$ cat config.mk
export PLATFORM = sky130hd
export DESIGN_NAME = hsync_cleaner
export DESIGN_NICKNAME = d
export VERILOG_FILES = /design/src/rtl/hsf_pkg.sv /design/src/rtl/hsf_rise.sv /design/src/rtl/hsf_lock.sv /design/src/rtl/hsf_track.sv /design/src/rtl/hsf_stretch.sv /design/src/rtl/hsync_cleaner.sv
export SDC_FILE = /design/constraint.sdc
export NUM_CORES = 1
export LEC_CHECK = 0
export BUFFER_PORTS_ARGS = -buffer_cell sky130_fd_sc_hd__buf_2
export CAP_MARGIN = 10
export CORE_ASPECT_RATIO = 1.75
export CORE_MARGIN = 5
export CORE_UTILIZATION = 35
export DETAILED_ROUTE_END_ITERATION = 8
export PLACE_DENSITY_LB_ADDON = 0.1
export SETUP_SLACK_MARGIN = 0.1
export SKIP_CTS_REPAIR_TIMING = 1
export SLEW_MARGIN = 20
export SYNTH_ARGS = -nofsm -noshare
export SYNTH_HDL_FRONTEND = slang
export SYNTH_SLANG_ARGS = --single-unit
export TNS_END_PERCENT = 30
$ cat constraint.sdc
create_clock -name clk -period 10.65 [get_ports clk]
set_input_delay 1.5975 -clock clk [delete_from_list [all_inputs] [get_ports clk]]
set_output_delay 1.5975 -clock clk [all_outputs]
set_load 0.05 [all_outputs]
$ cat src/rtl/hsf_pkg.sv
package hsf_pkg;
  // per-cycle decision of the window gate
  typedef struct packed {
    logic acc;      // edge accepted (re-anchors phase)
    logic acc_pre;  // accepted on the early/on-time side
    logic fly;      // predicted start with no edge
    logic bad;      // edge outside the window
  } hsf_evt_t;
endpackage

$ cat src/rtl/hsf_rise.sv
module hsf_rise (
  input  logic clk,
  input  logic rst,
  input  logic raw_i,
  output logic rise_o
);
  logic raw_d;

  always_ff @(posedge clk) begin
    if (rst) raw_d <= 1'b0;
    else     raw_d <= raw_i;
  end

  assign rise_o = raw_i & ~raw_d;
endmodule

$ cat src/rtl/hsf_lock.sv
module hsf_lock #(
  parameter int PH_W   = 12,
  parameter int LOCK_N = 4,
  parameter int TOL    = 2
) (
  input  logic            clk,
  input  logic            rst,
  input  logic            edge_i,
  input  logic [PH_W-1:0] ph_i,
  output logic            locked_o,
  output logic [PH_W-1:0] period_o
);
  localparam int RUN_W = $clog2(LOCK_N + 1);

  logic             seen_q;
  logic [RUN_W-1:0] run_q;
  logic [PH_W-1:0]  last_q;
  logic [PH_W-1:0]  diff;

  assign diff = (ph_i >= last_q) ? (ph_i - last_q) : (last_q - ph_i);

  always_ff @(posedge clk) begin
    if (rst) begin
      seen_q   <= 1'b0;
      run_q    <= '0;
      last_q   <= '0;
      locked_o <= 1'b0;
      period_o <= '0;
    end else if (edge_i && !locked_o) begin
      if (!seen_q) begin
        seen_q <= 1'b1;
      end else if (run_q == '0 || diff > PH_W'(TOL)) begin
        run_q  <= RUN_W'(1);
        last_q <= ph_i;
      end else begin
        last_q <= ph_i;
        if (run_q == RUN_W'(LOCK_N - 1)) begin
          locked_o <= 1'b1;
          period_o <= ph_i;
        end else begin
          run_q <= run_q + 1'b1;
        end
      end
    end
  end

  assert_lock_holds_R2: assert property (@(posedge clk) disable iff (rst)
    locked_o |=> locked_o);
  assert_lock_on_edge_R2: assert property (@(posedge clk) disable iff (rst)
    $rose(locked_o) |-> $past(edge_i));
endmodule

$ cat src/rtl/hsf_track.sv
module hsf_track
  import hsf_pkg::*;
#(
  parameter int PH_W  = 12,
  parameter int WIN_W = 8
) (
  input  logic             clk,
  input  logic             rst,
  input  logic             rise_i,
  input  logic [WIN_W-1:0] win_i,
  input  logic             locked_i,
  input  logic [PH_W-1:0]  period_i,
  input  logic             clr_i,
  output logic [PH_W-1:0]  ph_o,
  output logic             acc_o,
  output logic             regen_trig_o,
  output logic             status_o
);
  localparam int PAD = PH_W + 1 - WIN_W;

  logic [PH_W-1:0] ph_q;
  logic            missed_q;
  logic [PH_W:0]   ph_x, win_x, per_x;
  logic            pre, post;
  hsf_evt_t        ev;

  assign ph_x  = {1'b0, ph_q};
  assign win_x = {{PAD{1'b0}}, win_i};
  assign per_x = {1'b0, period_i};
  assign pre   = (ph_x > win_x) && (ph_x + win_x >= per_x);
  assign post  = (ph_x <= win_x);

  always_comb begin
    ev.acc_pre = locked_i & rise_i & pre;
    ev.acc     = locked_i ? (ev.acc_pre | (rise_i & ~pre & post & missed_q)) : rise_i;
    ev.fly     = locked_i & (ph_q == period_i) & ~ev.acc;
    ev.bad     = locked_i & rise_i & ~(pre | post);
  end

  always_ff @(posedge clk) begin
    if (rst) begin
      ph_q     <= '0;
      missed_q <= 1'b0;
      status_o <= 1'b0;
    end else begin
      if (ev.acc || ev.fly)          ph_q <= PH_W'(1);
      else if (ph_q != {PH_W{1'b1}}) ph_q <= ph_q + 1'b1;

      if (ev.acc)           missed_q <= 1'b0;
      else if (ev.fly)      missed_q <= 1'b1;
      else if (ph_x > win_x) missed_q <= 1'b0;

      if (ev.bad)      status_o <= 1'b1;
      else if (clr_i)  status_o <= 1'b0;
    end
  end

  assign ph_o         = ph_q;
  assign acc_o        = ev.acc;
  assign regen_trig_o = ev.acc_pre | ev.fly;

  assert_phase_bounded_R4: assert property (@(posedge clk) disable iff (rst)
    locked_i |-> ph_q <= period_i);
  assert_status_sticky_R8: assert property (@(posedge clk) disable iff (rst)
    (status_o && !clr_i) |=> status_o);
  assert_status_quiet_R3: assert property (@(posedge clk) disable iff (rst)
    (!locked_i && !status_o) |=> !status_o);
endmodule

$ cat src/rtl/hsf_stretch.sv
module hsf_stretch #(
  parameter int WIDTH = 16
) (
  input  logic clk,
  input  logic rst,
  input  logic trig_i,
  output logic pulse_o
);
  localparam int CW = $clog2(WIDTH + 1);

  logic [CW-1:0] cnt_q;

  always_ff @(posedge clk) begin
    if (rst)                cnt_q <= '0;
    else if (trig_i)        cnt_q <= CW'(WIDTH);
    else if (cnt_q != '0)   cnt_q <= cnt_q - 1'b1;
  end

  assign pulse_o = (cnt_q != '0);

  assert_pulse_start_R11: assert property (@(posedge clk) disable iff (rst)
    trig_i |=> pulse_o);
  assert_pulse_no_early_fall_R11: assert property (@(posedge clk) disable iff (rst)
    $fell(pulse_o) |-> !$past(trig_i));
endmodule

$ cat src/rtl/hsync_cleaner.sv
module hsync_cleaner #(
  parameter int PH_W    = 12,
  parameter int WIN_W   = 8,
  parameter int PULSE_W = 16,
  parameter int LOCK_N  = 4,
  parameter int TOL     = 2
) (
  input  logic             clk,
  input  logic             rst,
  input  logic             sync_raw,
  input  logic [WIN_W-1:0] win_units,
  input  logic             use_filtered,
  input  logic             use_regen,
  input  logic             status_clr,
  output logic             sync_to_clk,
  output logic             sync_to_proc,
  output logic             extra_seen
);
  localparam int N_OUT = 2;

  logic            rise, acc, regen_trig, locked;
  logic [PH_W-1:0] ph, period;
  logic [N_OUT-1:0] trig, pulse;

  hsf_rise u_rise (.clk(clk), .rst(rst), .raw_i(sync_raw), .rise_o(rise));

  hsf_lock #(.PH_W(PH_W), .LOCK_N(LOCK_N), .TOL(TOL)) u_lock (
    .clk(clk), .rst(rst), .edge_i(acc), .ph_i(ph),
    .locked_o(locked), .period_o(period));

  hsf_track #(.PH_W(PH_W), .WIN_W(WIN_W)) u_track (
    .clk(clk), .rst(rst), .rise_i(rise), .win_i(win_units),
    .locked_i(locked), .period_i(period), .clr_i(status_clr),
    .ph_o(ph), .acc_o(acc), .regen_trig_o(regen_trig), .status_o(extra_seen));

  // index 0: filtered, index 1: flywheel
  assign trig = {regen_trig, acc};

  for (genvar g = 0; g < N_OUT; g++) begin : g_st
    hsf_stretch #(.WIDTH(PULSE_W)) u_st (
      .clk(clk), .rst(rst), .trig_i(trig[g]), .pulse_o(pulse[g]));
  end

  assign sync_to_clk  = use_filtered ? pulse[0] : sync_raw;
  assign sync_to_proc = use_regen    ? pulse[1] : sync_raw;

  assert_regen_locked_R3: assert property (@(posedge clk) disable iff (rst)
    $rose(pulse[1]) |-> locked);
endmodule

Word-level counts from Yosys, hierarchy flattened
Cells that the tools add are included.
{"block": "word_totals", "reg_bits": 54, "input_bits": 14, "output_inout_bits": 3, "elab_cells": 82}
{"block": "classes", "n_addsub": 7, "n_lt_le_gt_ge": 5, "eq_ne": 4, "muxes": 16, "n_bitwise": 17, "n_reduce_logical": 19}
{"op": "subtractor 12 bit", "count": 2}
{"op": "two-way mux 5 bit", "count": 4}
{"op": "adder 12 x 8 -> 13 bit", "count": 1}
{"op": "greater-or-equal comparator 13 x 12 -> 1 bit", "count": 1}
{"op": "adder 12 x 1 -> 12 bit (second input constant)", "count": 1}
{"op": "== test 12 bit", "count": 1}
{"op": "greater-or-equal comparator 12 bit", "count": 1}
{"op": "greater-than comparator 12 x 2 -> 1 bit (second input constant)", "count": 1}
{"op": "greater-than comparator 12 x 8 -> 1 bit", "count": 1}
{"op": "less-or-equal comparator 12 x 8 -> 1 bit", "count": 1}
{"op": "two-way mux 12 bit", "count": 1}
{"op": "!= test 12 bit (second input constant)", "count": 1}
{"op": "nonzero test 2 bit", "count": 5}
{"op": "nonzero test 5 bit", "count": 2}
{"op": "subtractor 5 x 1 -> 5 bit (second input constant)", "count": 2}
{"op": "AND 1 bit", "count": 9}
{"op": "two-way mux 1 bit", "count": 9}
{"op": "two-way mux 3 bit", "count": 2}
{"op": "OR reduction 2 bit", "count": 3}
{"op": "inverter 1 bit", "count": 5}
{"op": "AND reduction 4 bit", "count": 1}
{"op": "adder 3 x 1 -> 3 bit (second input constant)", "count": 1}
{"op": "== test 3 x 2 -> 1 bit (second input constant)", "count": 1}
{"op": "zero test 3 bit", "count": 1}
{"op": "7 further kinds", "count": 11}

Logic depth before layout (Yosys ltp)
{"block": "logic_depth", "word_depth": 13, "ltp_mapped": 19, "depth_no_buf": 18}

Hierarchy
From an unflattened synthesis, not the netlist that was laid out.
{"block": "unflattened", "hier_cells": 627, "area_unflattened_um2": 4867.2}
{"mod": "hsf_lock", "instances": 1, "cells_per_inst": 330, "area_each_um2": 2456.1, "seq_area_each_um2": 580.6}
{"mod": "hsf_track", "instances": 1, "cells_per_inst": 244, "area_each_um2": 1891.8, "seq_area_each_um2": 280.3}
{"mod": "hsf_stretch", "instances": 2, "cells_per_inst": 24, "area_each_um2": 222.7, "seq_area_each_um2": 100.1}
{"mod": "hsf_rise", "instances": 1, "cells_per_inst": 3, "area_each_um2": 47.5, "seq_area_each_um2": 20.0}
{"mod": "hsync_cleaner", "instances": 1, "cells_per_inst": 2, "area_each_um2": 26.3, "seq_area_each_um2": 0.0}

Worst setup path before layout
No wires, ideal clock.
{"block": "synth_path", "path_type": "input-to-reg", "start": "input port win_units[0]", "end": "register g_st[1].u_st.cnt_q[2]", "setup_time_ns": 0.078, "arrival_time_ns": 4.704, "required_time_ns": 10.572, "setup_slack_ns": 5.868, "path_stages": 17, "path_buffers": 0, "path_cell_list": "ha_1 > inv_1 > fa_1 > o21bai_1 > a21oi_1 > o21bai_1 > a21oi_1 > o31a_1 > nor3_1 > xnor2_1 > ha_1 > a21o_1 > a21oi_1 > o21ai_0 > o2111a_1 > or3_1 > nor3_1"}
{"block": "synth_between", "elab_chain_len": 13, "elab_cells_between_ends": 16, "classes_between": "add/sub (1); order compare (3); mux (1); bitwise (9); reduce/logical (2)"}
{"element": "start: declaration", "line": "hsync_cleaner.sv:11", "rtl": "input logic [WIN_W-1:0] win_units,"}
{"element": "adder 12 x 8 -> 13 bit", "line": "hsf_track.sv:30", "rtl": "assign pre = (ph_x > win_x) && (ph_x + win_x >= per_x);"}
{"element": "greater-or-equal comparator 13 x 12 -> 1 bit", "line": "hsf_track.sv:30"}
{"element": "logical AND 1 bit", "line": "hsf_track.sv:30"}
{"element": "inverter 1 bit", "line": "hsf_track.sv:35", "rtl": "ev.acc = locked_i ? (ev.acc_pre | (rise_i & ~pre & post & missed_q)) : rise_i;"}
{"element": "AND 1 bit (3 in series)", "line": "hsf_track.sv:35"}
{"element": "bitwise OR 1 bit", "line": "hsf_track.sv:35"}
{"element": "two-way mux 1 bit", "line": "hsf_track.sv:35"}
{"element": "inverter 1 bit", "line": "hsf_track.sv:36", "rtl": "ev.fly = locked_i & (ph_q == period_i) & ~ev.acc;"}
{"element": "AND 1 bit", "line": "hsf_track.sv:36"}
{"element": "bitwise OR 1 bit *", "line": "hsf_track.sv:60", "rtl": "assign regen_trig_o = ev.acc_pre | ev.fly;"}
{"element": "OR reduction 2 bit (no line) *"}
{"element": "end signal: assignment", "line": "hsf_stretch.sv:15", "rtl": "else if (trig_i) cnt_q <= CW'(WIDTH);"}
{"element": "end signal: assignment", "line": "hsf_stretch.sv:16", "rtl": "else if (cnt_q != '0) cnt_q <= cnt_q - 1'b1;"}
{"element": "end: declaration", "line": "hsf_stretch.sv:11", "rtl": "logic [CW-1:0] cnt_q;"}
Every way passes the cells marked *; elsewhere a longest branch is shown, timed or not.
A chain may end at the register's enable or synchronous reset.

Worst setup path in the final report
{"block": "layout_path", "start": "input port win_units[1]", "end": "register g_st[1].u_st.cnt_q[2]"}
Same word-level chain as after synthesis.

==> flow_summary_export.csv <==
group,metric,value,unit
sta,final-setup-viol-count,0,
power_and_ir_drop,cellInternalPower,385,uW
logic_synthesis,synth_compound_gate_area_share,19.7,%
sta,tightest_slew,0.824,ns
power_and_ir_drop,power.share.sequential,39.7,%
logic_synthesis,synth.avg_cell_area,7.87,sq um
global_route,grt_pass1_wl,19400,um
logic_synthesis,post_synth_most_frequent_cells,"sky130_fd_sc_hd__inv_1, sky130_fd_sc_hd__a21oi_1, sky130_fd_sc_hd__ha_1",
die,die-height,162,um
logic_synthesis,synth.cell_area,4600,sq um
power_and_ir_drop,p_switching,201,uW
critical_path,cp-start-kind,"input port",
global_route,globalRouteTotalUtil,15.3,%
logic_synthesis,synth_seq_cells,54,
status,outcome,"finished clean",
routing,ant_nets,0,
power_and_ir_drop,part_of_the_power_in_combinational_logic,30.5,%
clock_tree,clock_latency,0.30,ns
logic_synthesis,synthesis.nets,661,
critical_path,worst-path-buf-inv,2,
placed_design,io_buffers,16,
critical_path,crit_fanout,4,
placed_design,detailedPlacementHpwl,9400,um
critical_path,cp_slowest_cell,"sky130_fd_sc_hd__a2111oi_0",
placed_design,gpl_congestion,0.838,
power_and_ir_drop,power_switching_share,34.3,%
clock_tree,tritoncts_clock_tree,"built",
logic_synthesis,synth_sequential_area_ratio,23.5,%
logic_synthesis,yosys-mux-area-fraction,4.16,%
sta,period_utilization_post_route,46.8,%
logic_synthesis,synth_flop_cell,"sky130_fd_sc_hd__dfxtp_1",
finish,antenna_cells_inserted,0,
logic_synthesis,synth-async-reset-ratio,0,%
finish,syn_to_final_growth,7.45,%
critical_path,slowest_delay,0.43,ns
logic_synthesis,synth_area_in_simple_gates,19.7,%
logic_synthesis,synth_largest_type_area_fraction,23.5,%
sta,final.setup.tns,0,ns
finish,final_layout_size_suffix_gt1_share,7.86,%
logic_synthesis,yosys-top-cells-area,"sky130_fd_sc_hd__dfxtp_1, sky130_fd_sc_hd__ha_1, sky130_fd_sc_hd__a21oi_1",
global_route,pin_count_of_the_biggest_net_entering_global_routing,41,
critical_path,cp.required,10.88,ns
clock_tree,number_of_buffers_between_clock_root_and_the_deepest_sink,2,
clock_tree,cts.sinks,54,
clock_tree,cts.root.buffer_cell,"sky130_fd_sc_hd__clkbuf_16",
critical_path,critical_path.startpoint,"win_units[1]",
sta,final_hold_violating_endpoints,0,
critical_path,worst_r2r_path_depth,11,
global_route,antenna_found_initial,0,
critical_path,arrival,5.21,ns
sta,slew-limit-headroom,45.0,%
logic_synthesis,synth-edff-count,0,
power_and_ir_drop,share_clk_of_total_power,29.8,%
logic_synthesis,most_common_cell_in_the_synthesized_netlist,"sky130_fd_sc_hd__inv_1",
logic_synthesis,yosys_warnings,0,
die,boundaryPins,17,
sta,setup_repair_after_global_routing_missed_its_margin,"no",
die,num_rows,55,
sta,timing_max_transition_violations_final,0,
critical_path,timing.rr.end,"u_lock.run_q[2]",
power_and_ir_drop,ir_worst_vdd,0.0952,mV
global_route,first_global_vias,4068,
power_and_ir_drop,cellLeakagePower,1.97,nW
routing,drt_drc_violations_left,0,
min_path,class_of_the_worst_hold_path,"reg -> reg",
logic_synthesis,synthCells,585,
flow_run,max-cap-violations,0,
critical_path,crit_family,"compound AO/OA/AOI/OAI gates",
clock_tree,clk_slew_on_worst_s_h_paths,0.08,ns
logic_synthesis,post_synth_top_area_cell,"sky130_fd_sc_hd__dfxtp_1",
logic_synthesis,synthXorXnorAreaFrac,7.61,%
critical_path,rr_startpoint,"u_track.ph_o[9]",
clock_tree,htreeDepth,2,
sta,timing.hold.ws,0.455,ns
die,placeableCoreArea,12900,sq um
critical_path,timing.setup.critical_path_class,"in -> reg",
sta,post-route-min-period,4.98,ns
global_route,grt_overflow,0,
logic_synthesis,synth_top_family_by_area,"compound AO/OA/AOI/OAI gates",
routing,route.detailed.vias_per_inst,5.28,
critical_path,path_cells,"buf_2 -> inv_1 -> ha_1 -> nand2b_1 -> a21oi_1 -> o21ai_0 -> a21oi_1 -> nor2_1 -> o21bai_1 -> a21oi_1 -> xnor2_1 -> ha_1 -> and3_1 -> a2111oi_0 -> a21oi_1 -> o2111a_1 -> or3_1 -> nor3_1",
finish,nNetsFinal,660,
critical_path,worst-r2r-setup-slack,6.31,ns
sta,max_clock_freq,0.201,GHz
routing,detail_route.wirelength,11800,um
critical_path,critical_path_cell_count,18,
die,initial_core_util,35.6,%
sta,maximum_clock_skew_at_final_layout,0.00388,ns
die,die_extent_in_x,96.7,um
die,die-area,15600,sq um
critical_path,endpoint,"g_st[1].u_st.cnt_q[2]",
critical_path,worst_setup_end_kind,"register",
clock_tree,cts_inserted_buffers,5,
routing,drt_iter0_markers,158,
logic_synthesis,fraction_of_the_mapped_netlist_area_in_adder_cells,17.3,%
logic_synthesis,synthDistinctLibCells,68,
power_and_ir_drop,power.density_cell_area,119,nW/um^2
critical_path,critical_path.most_common_cell,"sky130_fd_sc_hd__a21oi_1",
routing,wl_per_cell,15.6,um
routing,detail_route.first_pass.iterations,5,
routing,routed-via-count,3988,
==> worst register-to-register path, cell delays in order, from the launching register on <==
cell and delay [ns]:
sky130_fd_sc_hd__dfxtp_1 0.63, sky130_fd_sc_hd__inv_1 0.21, sky130_fd_sc_hd__ha_1 0.46, sky130_fd_sc_hd__a21oi_2 0.24, sky130_fd_sc_hd__a21oi_1 0.13, sky130_fd_sc_hd__a211oi_2 0.70, sky130_fd_sc_hd__mux2i_1 0.30, sky130_fd_sc_hd__xnor2_1 0.12
sky130_fd_sc_hd__or3_4 0.39, sky130_fd_sc_hd__or4b_4 0.51, sky130_fd_sc_hd__or4_1 0.41, sky130_fd_sc_hd__a21oi_1 0.14
==> power groups by stage <==
| stage | Combinational (mW) | Sequential [mW] | Clock [mW] |
|---|---|---|---|
| after floorplan | 0.149 | 0.234 | 0 |
| after global placement | 0.180 | 0.238 | 0 |
| after detailed placement | 0.181 | 0.238 | 0 |
| after CTS | 0.182 | 0.234 | 0.182 |
| after global routing | 0.208 | 0.237 | 0.188 |
| final | 0.179 | 0.233 | 0.175 |
==> state kept, by name, indices dropped and copies added (netlist names) <==
name / count
u_lock.seen_q: 1
u_track.ph_o: 12
u_track.status_o: 1
u_rise.raw_d: 1
g_st.u_st.cnt_q: 10
u_lock.period_o: 12
u_lock.run_q: 3
u_track.missed_q: 1
u_lock.locked_o: 1
u_lock.last_q: 12
==> worst min-delay path by stage <==
stage	start	end	slack (ns)	cells after the start
floorplan	u_lock.run_q[2]	u_lock.run_q[2]	0.43	2
global placement	u_lock.run_q[2]	u_lock.run_q[2]	0.45	2
detailed placement	u_lock.run_q[2]	u_lock.run_q[2]	0.44	2
CTS	u_lock.run_q[2]	u_lock.run_q[2]	0.46	2
global route	u_lock.last_q[11]	u_lock.last_q[11]	0.49	2
finish	u_lock.run_q[2]	u_lock.run_q[2]	0.46	2
==> final cells by class <==
cell class / instances / area (sq um)
repair buffers: 18 / 95.1
clock inverters: 3 / 28.8
inverters: 67 / 251
well taps: 171 / 214
clock buffers: 5 / 125
flip-flops and latches: 54 / 1080
fillers: 1428 / 7990
multi-input cells: 438 / 3150
==> metrics by stage <==
stage,utilization [%],total power [mW],worst slack (ns),cells,area (sq um)
after floorplan,-,0.382,5.87,585,4600
after global placement,37.1,0.417,5.47,748,4790
after detailed placement,37.1,0.419,5.37,748,4790
after CTS,38.2,0.598,5.65,756,4950
after global routing,38.2,0.632,5.39,756,4950
final,38.2,0.587,5.67,756,4950
==> placed cells by master, fill, tap and decap left out, types with 5 or more instances in the layout <==
cell | synthesis | final
sky130_fd_sc_hd__a211oi_1 | 5 | 5
sky130_fd_sc_hd__buf_2 | 3 | 16
sky130_fd_sc_hd__nand3_1 | 10 | 10
sky130_fd_sc_hd__a31oi_1 | 6 | 6
sky130_fd_sc_hd__nand2b_1 | 6 | 6
sky130_fd_sc_hd__ha_1 | 59 | 59
sky130_fd_sc_hd__o21ai_0 | 16 | 16
sky130_fd_sc_hd__xor2_1 | 13 | 13
sky130_fd_sc_hd__mux2i_1 | 18 | 18
sky130_fd_sc_hd__nor4_1 | 6 | 6
sky130_fd_sc_hd__nor2_1 | 45 | 45
sky130_fd_sc_hd__nand4_1 | 11 | 11
sky130_fd_sc_hd__nor3_1 | 13 | 13
sky130_fd_sc_hd__a21o_1 | 7 | 7
sky130_fd_sc_hd__a21oi_1 | 59 | 59
sky130_fd_sc_hd__o21bai_1 | 5 | 5
sky130_fd_sc_hd__nand2_1 | 47 | 47
sky130_fd_sc_hd__or3_1 | 5 | 5
sky130_fd_sc_hd__nor2b_1 | 12 | 12
sky130_fd_sc_hd__clkbuf_16 | 0 | 5
sky130_fd_sc_hd__inv_1 | 67 | 67
sky130_fd_sc_hd__dfxtp_1 | 54 | 54
sky130_fd_sc_hd__xnor2_1 | 27 | 27
==> layer usage <==
layer | routed length (um) | global-route usage, %
met1 | 4450 | 14.7
met2 | 6590 | 31.0
met3 | 202 | 1.38
met4 | 559 | 8.43
met5 | 0 | 0
==> cell families after synthesis <==
logic type / count (synthesis)
and+or+nand+nor: 178
AOI/OAI and AO/OA: 139
buffers and inverters: 93
adders and majority gates: 62
DFF: 54
xor gates and xnor gates: 40
muxes: 19
Power figures use the tool's default switching activity.
